--- config.mk ---
export PLATFORM = sky130hd
export DESIGN_NAME = token_ring_sim
export DESIGN_NICKNAME = d
export VERILOG_FILES = /design/src/rtl/tr_pkg.sv /design/src/rtl/tr_reset_sync.sv /design/src/rtl/tr_tick_div.sv /design/src/rtl/tr_station.sv /design/src/rtl/token_ring_sim.sv
export SDC_FILE = /design/constraint.sdc
export NUM_CORES = 1
export LEC_CHECK = 0
export CAP_MARGIN = 20
export CORE_MARGIN = 1.5
export CORE_UTILIZATION = 30
export CTS_BUF_LIST = sky130_fd_sc_hd__clkbuf_16
export CTS_CLUSTER_SIZE = 40
export DETAILED_ROUTE_END_ITERATION = 16
export GPL_ROUTABILITY_DRIVEN = 0
export SYNTH_ARGS = -nofsm -noshare
export SYNTH_HDL_FRONTEND = slang
export SYNTH_SLANG_ARGS = --single-unit
--- constraint.sdc ---
create_clock -name clk -period 1.7 [get_ports clk]
set_input_delay 0.34 -clock clk [delete_from_list [all_inputs] [get_ports clk]]
set_output_delay 0.34 -clock clk [all_outputs]
set_load 0.02 [all_outputs]
--- src/rtl/tr_pkg.sv ---
package tr_pkg;
  localparam int unsigned TR_STATIONS  = 8;
  localparam int unsigned TR_HOLD_TX   = 8;
  localparam int unsigned TR_HOLD_FAST = 1;
  localparam int unsigned TR_TICK_DIV  = 4;

  // per-station next-state bundle
  typedef struct packed {
    logic occ;
    logic reload;
    logic advance;
  } stn_ctl_t;
endpackage

--- src/rtl/tr_reset_sync.sv ---
module tr_reset_sync (
  input  logic clk,
  input  logic rst_n,
  output logic rst_sync_n
);
  logic [1:0] sync_q;

  always_ff @(posedge clk or negedge rst_n) begin
    if (!rst_n) sync_q <= 2'b00;
    else        sync_q <= {sync_q[0], 1'b1};
  end

  assign rst_sync_n = sync_q[1];
endmodule

--- src/rtl/tr_tick_div.sv ---
module tr_tick_div #(
  parameter int unsigned TICK_DIV = tr_pkg::TR_TICK_DIV
) (
  input  logic clk,
  input  logic rst_n,
  input  logic restart,
  output logic tick
);
  localparam int unsigned DIV_W = (TICK_DIV > 1) ? $clog2(TICK_DIV) : 1;
  localparam logic [DIV_W-1:0] LAST = DIV_W'(TICK_DIV - 1);

  logic [DIV_W-1:0] cnt_q, cnt_d;

  always_comb begin
    tick = (cnt_q == LAST);
    if (restart)   cnt_d = '0;
    else if (tick) cnt_d = '0;
    else           cnt_d = cnt_q + 1'b1;
  end

  always_ff @(posedge clk or negedge rst_n) begin
    if (!rst_n) cnt_q <= '0;
    else        cnt_q <= cnt_d;
  end

  AST_DIV_IN_RANGE: assert property (@(posedge clk) disable iff (!rst_n)
    cnt_q <= LAST);
  AST_RESTART_ZERO: assert property (@(posedge clk) disable iff (!rst_n)
    restart |=> (cnt_q == '0));

  generate
    if (TICK_DIV > 1) begin : g_spacing
      AST_TICK_SPACING: assert property (@(posedge clk) disable iff (!rst_n)
        tick |=> !tick);
    end
  endgenerate
endmodule

--- src/rtl/tr_station.sv ---
module tr_station #(
  parameter int unsigned HOLD_TX   = tr_pkg::TR_HOLD_TX,
  parameter int unsigned HOLD_FAST = tr_pkg::TR_HOLD_FAST
) (
  input  logic clk,
  input  logic rst_n,
  input  logic tick,
  input  logic clear,
  input  logic inject,
  input  logic req,
  input  logic tok_in,
  output logic tok_out,
  output logic occ
);
  import tr_pkg::*;

  localparam int unsigned CNT_W = $clog2(HOLD_TX + 1);

  logic [CNT_W-1:0] cnt_q, cnt_d;
  logic             occ_q, occ_d;
  logic [CNT_W-1:0] limit;
  logic             slot_done;
  logic             arrive;
  stn_ctl_t         ctl;

  always_comb begin
    limit     = req ? CNT_W'(HOLD_TX) : CNT_W'(HOLD_FAST);
    slot_done = ({1'b0, cnt_q} + 1'b1) >= {1'b0, limit};
    tok_out   = occ_q & tick & slot_done;
    arrive    = tok_in | inject;

    ctl.occ     = occ_q;
    ctl.reload  = 1'b0;
    ctl.advance = 1'b0;
    if (clear) begin
      ctl.occ    = 1'b0;
      ctl.reload = 1'b1;
    end else if (arrive) begin
      ctl.occ    = 1'b1;          // merge: one token survives
      ctl.reload = 1'b1;
    end else if (tok_out) begin
      ctl.occ    = 1'b0;
      ctl.reload = 1'b1;
    end else if (occ_q && tick) begin
      ctl.advance = 1'b1;
    end

    occ_d = ctl.occ;
    if (ctl.reload)       cnt_d = '0;
    else if (ctl.advance) cnt_d = cnt_q + 1'b1;
    else                  cnt_d = cnt_q;
  end

  always_ff @(posedge clk or negedge rst_n) begin
    if (!rst_n) begin
      occ_q <= 1'b0;
      cnt_q <= '0;
    end else begin
      occ_q <= occ_d;
      cnt_q <= cnt_d;
    end
  end

  assign occ = occ_q;

  AST_HOLD_BOUND: assert property (@(posedge clk) disable iff (!rst_n)
    cnt_q < CNT_W'(HOLD_TX));
  AST_TX_KEEPS: assert property (@(posedge clk) disable iff (!rst_n)
    (occ_q && req && tick && !slot_done && !arrive && !clear) |=> occ_q);
  AST_FAST_PASS: assert property (@(posedge clk) disable iff (!rst_n)
    (occ_q && !req && tick && !arrive && !clear) |=> !occ_q);
  AST_ARRIVE_RELOAD: assert property (@(posedge clk) disable iff (!rst_n)
    (arrive && !clear) |=> (occ_q && cnt_q == '0));
  AST_CLEAR_EMPTY: assert property (@(posedge clk) disable iff (!rst_n)
    clear |=> !occ_q);
endmodule

--- src/rtl/token_ring_sim.sv ---
module token_ring_sim #(
  parameter int unsigned N_STN     = tr_pkg::TR_STATIONS,
  parameter int unsigned HOLD_TX   = tr_pkg::TR_HOLD_TX,
  parameter int unsigned HOLD_FAST = tr_pkg::TR_HOLD_FAST,
  parameter int unsigned TICK_DIV  = tr_pkg::TR_TICK_DIV
) (
  input  logic             clk,
  input  logic             rst_n,
  input  logic [N_STN-1:0] req_i,
  input  logic             insert_i,
  input  logic             clear_i,
  output logic [N_STN-1:0] led_o
);
  logic             rst_q_n;
  logic             tick;
  logic [N_STN-1:0] occ;
  logic [N_STN-1:0] dep;
  logic [N_STN-1:0] inj;

  tr_reset_sync u_rst (
    .clk        (clk),
    .rst_n      (rst_n),
    .rst_sync_n (rst_q_n)
  );

  tr_tick_div #(.TICK_DIV(TICK_DIV)) u_div (
    .clk     (clk),
    .rst_n   (rst_q_n),
    .restart (clear_i),
    .tick    (tick)
  );

  assign inj = {{(N_STN-1){1'b0}}, insert_i};

  generate
    for (genvar i = 0; i < N_STN; i++) begin : g_stn
      localparam int unsigned PREV = (i + N_STN - 1) % N_STN;
      tr_station #(.HOLD_TX(HOLD_TX), .HOLD_FAST(HOLD_FAST)) u_stn (
        .clk     (clk),
        .rst_n   (rst_q_n),
        .tick    (tick),
        .clear   (clear_i),
        .inject  (inj[i]),
        .req     (req_i[i]),
        .tok_in  (dep[PREV]),
        .tok_out (dep[i]),
        .occ     (occ[i])
      );
    end
  endgenerate

  assign led_o = occ & req_i;

  AST_INSERT_LANDS: assert property (@(posedge clk) disable iff (!rst_q_n)
    (insert_i && !clear_i) |=> occ[0]);
  AST_CLEAR_WINS: assert property (@(posedge clk) disable iff (!rst_q_n)
    (insert_i && clear_i) |=> (occ == '0));
  AST_NO_TOKEN_GROWTH: assert property (@(posedge clk) disable iff (!rst_q_n)
    (!insert_i && !clear_i) |=> ($countones(occ) <= $countones($past(occ))));
  AST_RESET_EMPTY: assert property (@(posedge clk)
    !rst_q_n |-> (occ == '0));
  AST_WRAP_ARRIVE: assert property (@(posedge clk) disable iff (!rst_q_n)
    (dep[N_STN-1] && !clear_i) |=> occ[0]);
endmodule

# Word-level counts from Yosys, hierarchy flattened
# Cells that the tools add are included.
dict set report op_classes {
  add_sub_neg 17
  order_cmp 8
  eq_ne 1
  muxes 82
  bitwise_logic 18
  n_reduce_logical 24
}
# operator n
set op_table {}
lappend op_table {{4-bit 2-to-1 mux} 24}
lappend op_table {{2-bit 2-to-1 mux} 26}
lappend op_table {{4-bit by 1-bit adder with 5-bit output, second input constant} 8}
lappend op_table {{5-bit by 4-bit greater-or-equal comparator with 1-bit output} 8}
lappend op_table {{4-bit by 1-bit adder with 4-bit output, second input constant} 8}
lappend op_table {{1-bit 2-to-1 mux} 32}
lappend op_table {{3-bit nonzero test} 8}
lappend op_table {{1-bit bitwise AND} 16}
lappend op_table {{2-bit nonzero test} 8}
lappend op_table {{8-bit bitwise AND} 1}
lappend op_table {{1-bit logical AND} 8}
lappend op_table {{2-bit by 1-bit adder with 2-bit output, second input constant} 1}
lappend op_table {{2-bit equality test, second input constant} 1}
lappend op_table {{1-bit bitwise OR} 1}
dict set report word_totals {
  reg_bits 44
  input_bits 12
  output_inout_bits 8
  wordCells 168
}

# Logic depth before layout (Yosys ltp)
# Gate-level depths: netlist of the first run.
dict set report depth {
  depth_word 8
  depth_mapped 7
  mapped_depth_nobuf 7
}

# Cells and area by module
# From an unflattened synthesis of the first run, not the netlist that was laid out.
dict set report hier_totals {
  hier_cells 289
  area_unflattened_um2 2839.0
}
# module instances cells_per_inst area_each_um2 seq_area_each_um2
set by_module_without_submodules {}
lappend by_module_without_submodules {tr_station 8 34 331.6 125.1}
lappend by_module_without_submodules {tr_tick_div 1 5 78.8 50.0}
lappend by_module_without_submodules {token_ring_sim 1 9 53.8 0.0}
lappend by_module_without_submodules {tr_reset_sync 1 3 53.8 50.0}

# Worst setup path after synthesis of the first run
# OpenSTA, ideal clock, no wires.
dict set report synth_path {
  kind {register to register}
  start {register g_stn[7].u_stn.cnt_q[0]}
  end {register g_stn[0].u_stn.cnt_q[1]}
  setup_ns 0.101
  arrival_time_ns 1.902
  required_ns 1.599
  path_slack_ns -0.303
  stages_incl_launch_ff 8
  path_buffers 0
  period_less_slack_ns 2.003
  path_cell_list {dfrtp_1 nand3_1 xnor2_1 ha_1 or4b_1 o22ai_2 a21oi_2 nor4_1}
}
dict set report synth_between {
  elab_chain_cells 7
  word_cells_on_any_way 10
  classes_between {1 x add/sub; 1 x order compare; 5 x mux; 2 x bitwise; 1 x reduce/logical}
}
# item line
set synth_rtl {}
lappend synth_rtl {{start: declaration} tr_station.sv:19} ;# logic [CNT_W-1:0] cnt_q, cnt_d;
lappend synth_rtl {{start signal: assignment} tr_station.sv:60} ;# cnt_q <= cnt_d;
lappend synth_rtl {{4-bit by 1-bit adder with 5-bit output (*)} tr_station.sv:28} ;# slot_done = ({1'b0, cnt_q} + 1'b1) >= {1'b0, limit};
lappend synth_rtl {{5-bit by 4-bit greater-or-equal comparator with 1-bit output (*)} tr_station.sv:28}
lappend synth_rtl {{1-bit bitwise AND (*)} tr_station.sv:29} ;# tok_out = occ_q & tick & slot_done;
lappend synth_rtl {{1-bit bitwise OR (*)} tr_station.sv:30} ;# arrive = tok_in | inject;
lappend synth_rtl {{2-bit 2-to-1 mux / 1-bit 2-to-1 mux (equally long branches)} tr_station.sv:38} ;# end else if (arrive) begin
lappend synth_rtl {{2-bit 2-to-1 mux / 1-bit 2-to-1 mux (equally long branches)} tr_station.sv:35} ;# if (clear) begin
lappend synth_rtl {{4-bit 2-to-1 mux / 2-bit nonzero test (equally long branches)} --}
lappend synth_rtl {{end signal: assignment} tr_station.sv:60}
lappend synth_rtl {{end: declaration} tr_station.sv:19}
# Mark *: on every way between the ends. The rest lies on a longest branch, timed or not.
# A chain may end at the register's enable or synchronous reset.

# Worst setup path in the final report of the first run
dict set report layout_path {
  start {register g_stn[7].u_stn.cnt_q[0]}
  end {register g_stn[7].u_stn.cnt_q[0]}
}
dict set report layout_between {
  elab_chain_cells 7
  word_cells_on_any_way 13
  classes_between {2 x add/sub; 1 x order compare; 8 x mux; 1 x bitwise; 1 x reduce/logical}
}
# item line
set layout_rtl {}
lappend layout_rtl {{4-bit by 1-bit adder with 5-bit output} tr_station.sv:28}
lappend layout_rtl {{5-bit by 4-bit greater-or-equal comparator with 1-bit output} tr_station.sv:28}
lappend layout_rtl {{1-bit bitwise AND} tr_station.sv:29}
lappend layout_rtl {{2-bit 2-to-1 mux / 1-bit 2-to-1 mux (equally long branches)} tr_station.sv:41} ;# end else if (tok_out) begin
lappend layout_rtl {{2-bit 2-to-1 mux / 1-bit 2-to-1 mux (equally long branches)} tr_station.sv:38}
lappend layout_rtl {{2-bit 2-to-1 mux / 1-bit 2-to-1 mux (equally long branches)} tr_station.sv:35}
lappend layout_rtl {{4-bit 2-to-1 mux / 2-bit nonzero test (equally long branches)} --}
# Parallel ways exist; a longest one is shown, timed or not. The select of a mux whose other input is x is not followed.

==> impl_metrics.ini, run 1 <==
[run_status]
status = finished with violations
violations = negative setup slack

[logic_synthesis]
synth_area_leaders = dfrtp_1, ha_1, a211oi_1
syn_area_per_cell_um2 = 9.56
yosysTopAreaCell = dfrtp_1
synth.top_cell.area_share_pct = 38.6
synth-xor-area-share_pct = 4.92
yosysSeqAreaShare_pct = 38.6
yosys.area_share.simple_pct = 21.1
synth_nets = 335
synth-compound-area-share_pct = 21.0
async_flop_share_pct = 100
yosysWarnings = 0
syn_inst = 298
synth_top_family_by_area = simple AND/OR/NAND/NOR gates
synthFlopType = dfrtp_1
synth_edf_count = 0
ys_ff_latch = 44
post-synth-top-count-cell = dfrtp_1
synth.area.mux_share_pct = 0
synthTopCellsByCount = dfrtp_1, nand2_1, ha_1, a211oi_1
yosysUniqueCellTypes = 42
synth-adder-area-share_pct = 11.0
syn-cell-area_mm2 = 0.00285

[clocking]
clk_latency_ns = 0.29
cts_root_buf = clkbuf_16
cts_hold_buf = 0
cts_sinks = 44
cts_tree = done
clk_pin_slew_worst_paths_ns = 0.07
htree_levels = 2
clock_path_buffers = 2
numCtsBuffers = 5

[cells_and_area]
antenna_cells = 0
drive_gt1_share_pct = 49.3
nets = 442
fin_util_pct = 52.7
syn_to_final_growth_pct = 71.1
final_area_mm2 = 0.00487

[sta]
post-route-period-util_pct = 121
worst_pin_slew_ns = 0.527
hold_slack_ns = 0.213
report.final.slew_viol_count = 0
worst_clock_skew_ns = 0.00808
timing.final.ws_setup_ns = -0.362
fin_crit_ns = 2.06
slew_headroom_pct = 64.9
max_freq_ghz = 0.485
setup_violations = 33
hold_viol = 0
grt_setup_unrepaired = yes

[worst_setup_path]
cp.arrival_ns = 2.27
endpoint_kind = flop
r2r_setup_slack_ns = -0.36
start_kind = flop
startpoint = g_stn[7].u_stn.cnt_q[0]$_DFFE_PN0P_
reg2reg_depth = 8
crit_required_ns = 1.91
crit_fanout = 5
reg2reg_from = g_stn[7].u_stn.cnt_q[0]$_DFFE_PN0P_
criticalPathCategory = reg -> reg
r2r-end = g_stn[7].u_stn.cnt_q[0]$_DFFE_PN0P_

[floorplanning]
std_cell_rows = 35
pin_count = 20
core_area_mm2 = 0.00924
dieArea_mm2 = 0.0101
fp.dieW_um = 100
dieHeight_um = 100
start_util_pct = 30.8

[placement]
dp_hpwl_mm = 4.84
io_buffer_count = 19
detailedPlace.worstSlack_ns = -0.614
place_area_mm2 = 0.00375

[power]
p_per_area_mw_per_mm2 = 503
p_total_mw = 2.45
p_leak_nw = 2.01
peakVddDrop_uv = 356

[route]
antenna_left = 0
totalWireLength_mm = 7.86
drt_iter0_drc = 88
firstDrtPassIters = 4
num_vias = 2727
viasPerCell = 5.10
drc = 0
routedWlPerCell_um = 14.7

[global_routing]
grt_pass1_wl_mm = 13.0
busiest_layer = met2
use_met1_pct = 19.8
grtUsageMet2_pct = 29.3
grt_use_total_pct = 16.0
grt_pass1_vias = 2778
groute.layer.met3.usage_pct = 2.15
grt_max_degree = 23
globalRouteOverflowTotal = 0
grt_antenna_before_repair = 0

[min_path]
hold_path_class = in -> async

[flow_run]
maxCapViolations = 0
-- worst max path at each step --
stage	slack [ns]	to
after floorplan	-0.23	g_stn[7].u_stn.cnt_q[3]$_DFFE_PN0P_
after global placement	-0.58	g_stn[7].u_stn.cnt_q[3]$_DFFE_PN0P_
after detailed placement	-0.61	g_stn[0].u_stn.cnt_q[2]$_DFFE_PN0P_
after CTS	-0.31	g_stn[0].u_stn.cnt_q[2]$_DFFE_PN0P_
after global routing	-0.42	g_stn[7].u_stn.occ$_DFFE_PN0P_
final	-0.36	g_stn[7].u_stn.cnt_q[0]$_DFFE_PN0P_
-- cell type report --
| class | count | area, µm² |
|---|---|---|
| Fill cell | 786 | 4370 |
| Multi-Input combinational cell | 230 | 2480 |
| Sequential cell | 44 | 1100 |
| Timing Repair Buffer | 108 | 895 |
| Tap cell | 129 | 161 |
| Clock buffer | 5 | 125 |
| Inverter | 16 | 60.1 |
| Clock inverter | 3 | 46.3 |
-- report_power, final --
group	switching (mW)	internal [mW]	total, mW
sequential	0.0153	1.06	1.07
clock	0.427	0.699	1.13
combinational	0.132	0.123	0.255
-- timing repair --
| item | CTS | global route |
|---|---|---|
| pin swaps | 37 | 30 |
| setup buffers | 17 | 6 |
| resized for setup | 101 | 35 |
| setup endpoints to repair | 48 | 40 |
-- layout by cell type (no fill, tap or decap), drive strengths merged, types with 12 or more instances in the layout --
cell         count
buf             89
a211oi          20
and2            12
nand3           13
ha              25
inv             17
a21oi           13
dfrtp           44
dlygate4sd2     15
nand2           32
nor3            16
-- routing by layer --
| metal | routed length [µm] | part of all wire [%] |
|---|---|---|
| met1 | 3420 | 44 |
| met2 | 4220 | 54 |
| met3 | 120 | 1.5 |
| met4 | 96 | 1.2 |
| met5 | 0 | 0 |
-- cells by family after synthesis --
logic type	after synthesis
flops	44
compound gates	78
xor+xnor	16
simple gates	110
other cells	1
buf+inv	24
fa+ha+maj	25
-- flip-flops by register name, indices dropped and copies added (netlist names) --
name,count
u_rst.sync_q,2
u_div.cnt_q,2
g_stn.u_stn.cnt_q,32
g_stn.u_stn.occ,8
-- critical path: stages (launching register included) --
cell and delay (ns):
dfrtp_1 0.40, nand3_2 0.11, xnor2_2 0.17, ha_4 0.17
or4b_4 0.52, o22ai_4 0.21, buf_4 0.17, nand3_2 0.06
a211oi_2 0.18
-- stage by stage --
| stage | setup TNS [ns] | instances |
|---|---|---|
| finish | -4.07 | 535 |
| global route | -7.08 | 535 |
| CTS | -3.02 | 529 |
| detailed placement | -20.44 | 506 |
| global placement | -19.29 | 506 |
| floorplan | -1.87 | 298 |
No activity file was read; power rests on OpenSTA's default activity.
==> inputs of run 2 (changes only) <==
--- a/config.mk
+++ b/config.mk
@@ -11,6 +11,7 @@
 export CTS_BUF_LIST = sky130_fd_sc_hd__clkbuf_16
 export CTS_CLUSTER_SIZE = 40
 export DETAILED_ROUTE_END_ITERATION = 16
+export DONT_BUFFER_PORTS = 1
 export GPL_ROUTABILITY_DRIVEN = 0
 export SYNTH_ARGS = -nofsm -noshare
 export SYNTH_HDL_FRONTEND = slang
==> run 2 against run 1 <==
Net effect:
- the run still ends with negative setup slack left
- via count shrank 4.6%
- die area is the same
- clock skew decreased by 0.0019 ns
- clock power hardly changed
- sequential power about the same
- critical path depth unchanged
- maximum frequency rose by 0.63%
- largest power group unchanged
==> impl_metrics.ini, run 2 (synthesis results as in run 1) <==
[global_routing]
grt_use_total_pct = 15.5
grt_pass1_vias = 2674
grt_max_degree = 39
globalRouteOverflowTotal = 0
grt_antenna_before_repair = 0
grt_pass1_wl_mm = 12.5

[clocking]
cts_root_buf = clkbuf_16
clk_pin_slew_worst_paths_ns = 0.07
cts_sinks = 44
clk_latency_ns = 0.29
cts_tree = done
numCtsBuffers = 5
htree_levels = 2
clock_path_buffers = 2

[sta]
tns_ns = -3.99
hold_slack_ns = 0.112
post-route-period-util_pct = 121
setup_violations = 29
hold_viol = 0
timing.final.ws_setup_ns = -0.349
max_freq_ghz = 0.488
report.final.slew_viol_count = 0
slew_headroom_pct = 63.3
fin_crit_ns = 2.05
worst_pin_slew_ns = 0.551
worst_clock_skew_ns = 0.00618
grt_setup_unrepaired = yes

[cells_and_area]
syn_to_final_growth_pct = 54.8
nets = 405
nFillCells = 841
largest_register_ffs = 32
antenna_cells = 0
final_common_cell = buf_4
drive_gt1_share_pct = 46.3
regMostFlops = g_stn.u_stn.cnt_q
layout_common_cells = buf_4, dfrtp_1, nand2_1, inv_1

[floorplanning]
pin_count = 20
core_area_mm2 = 0.00924
fp.dieW_um = 100
dieArea_mm2 = 0.0101
std_cell_rows = 35
start_util_pct = 30.8
dieHeight_um = 100

[worst_setup_path]
start_kind = flop
crit_required_ns = 1.86
criticalPathCategory = reg -> reg
crit_fanout = 5
endpoint_kind = flop
cp.arrival_ns = 2.21
reg2reg_depth = 8

[route]
num_vias = 2601
routedWlPerCell_um = 15.4
antenna_left = 0
firstDrtPassIters = 4
totalWireLength_mm = 7.65
drc = 0
drt_iter0_drc = 113
viasPerCell = 5.22

[power]
peakVddDrop_uv = 529
p_int_mw = 1.84
power.share.clock_pct = 47.3
comb_power_share_pct = 7.3
power_switching_mw = 0.528
p_leak_nw = 1.81
p_sw_share_pct = 22.3
p_per_area_mw_per_mm2 = 536
seqPwrFrac_pct = 45.4

[run_status]
violations = negative setup slack
status = finished with violations

[placement]
detailedPlace.worstSlack_ns = -0.320
io_buffer_count = 0
dp_hpwl_mm = 4.77

[flow_run]
maxCapViolations = 0

[min_path]
whs_path_depth = 1
hold_path_class = in -> reg
==> run 2: cell types whose count changed in the layout (fill, tap and decap cells not counted), moves of 6 or more <==
cell	change
buf_4	-13
dlygate4sd2_1	-15
ha_1	+6
ha_4	-7
nor3_1	+6
nor3_2	-6
==> run 2: what timing repair did <==
item | CTS | global route
hold endpoints to repair | 2 | 0
hold buffers | 1 | 0
setup endpoints to repair | 40 | 40
resized for setup | 64 | 46
pin swaps | 13 | 22
buffers inserted | 6 | 13
==> run 2: critical path, stage by stage (launching register included) <==
cell      delay (ns)
dfrtp_1         0.40
nand3_2         0.11
xnor2_2         0.16
ha_2            0.18
or4b_4          0.52
o22ai_4         0.18
buf_4           0.16
a211o_2         0.13
o221ai_2        0.07
==> run 2: area by class of cell <==
cell class / instances / area [µm²] / area share (%)
Sequential cell: 44 / 1110 / 25.1
Tap cell: 129 / 161 / 3.66
Clock inverter: 3 / 46.3 / 1.05
Multi-Input combinational cell: 230 / 2360 / 53.5
Timing Repair Buffer: 71 / 551 / 12.5
Clock buffer: 5 / 125 / 2.84
Inverter: 16 / 60.1 / 1.36
==> run 2: through the flow <==
| step | total power [mW] | cells | util, % | cell area, µm² |
|---|---|---|---|---|
| after floorplan | 1.18 | 298 | - | 2900 |
| after global placement | 1.21 | 470 | 37.0 | 3420 |
| final | 2.36 | 498 | 47.7 | 4410 |
| after detailed placement | 1.22 | 470 | 37.0 | 3420 |
| after CTS | 2.37 | 485 | 43.6 | 4030 |
| after global routing | 2.45 | 498 | 47.7 | 4410 |
==> run 2: routing by layer <==
metal | global-route usage, % | up-vias | wire length [µm]
met5 | 0 | - | 0
met4 | 3.90 | 0 | 60
met3 | 3.19 | 4 | 157
met2 | 28.4 | 26 | 4060
met1 | 18.6 | 1297 | 3370
li1 | - | 1274 | -
==> run 2: worst paths after layout <==
path / to / slack, ns / startpoint
max: g_stn[0].u_stn.occ$_DFFE_PN0P_ / -0.35 / g_stn[7].u_stn.cnt_q[0]$_DFFE_PN0P_
min: g_stn[0].u_stn.cnt_q[3]$_DFFE_PN0P_ / 0.11 / insert_i
min reg2reg: g_stn[3].u_stn.cnt_q[2]$_DFFE_PN0P_ / 0.26 / u_rst.sync_q[1]$_DFF_PN0_
min in group asynchronous: g_stn[3].u_stn.cnt_q[2]$_DFFE_PN0P_ / 0.26 / u_rst.sync_q[1]$_DFF_PN0_
max in group asynchronous: g_stn[5].u_stn.cnt_q[0]$_DFFE_PN0P_ / 0.83 / u_rst.sync_q[1]$_DFF_PN0_
max reg2reg: g_stn[0].u_stn.occ$_DFFE_PN0P_ / -0.35 / g_stn[7].u_stn.cnt_q[0]$_DFFE_PN0P_
==> run 2: power by group through the flow <==
stage	registers, mW	logic [mW]	clock network [mW]
after floorplan	1.09	0.0829	0
after global placement	1.09	0.120	0
after detailed placement	1.10	0.123	0
after CTS	1.08	0.153	1.14
after global routing	1.08	0.190	1.18
final	1.07	0.173	1.12
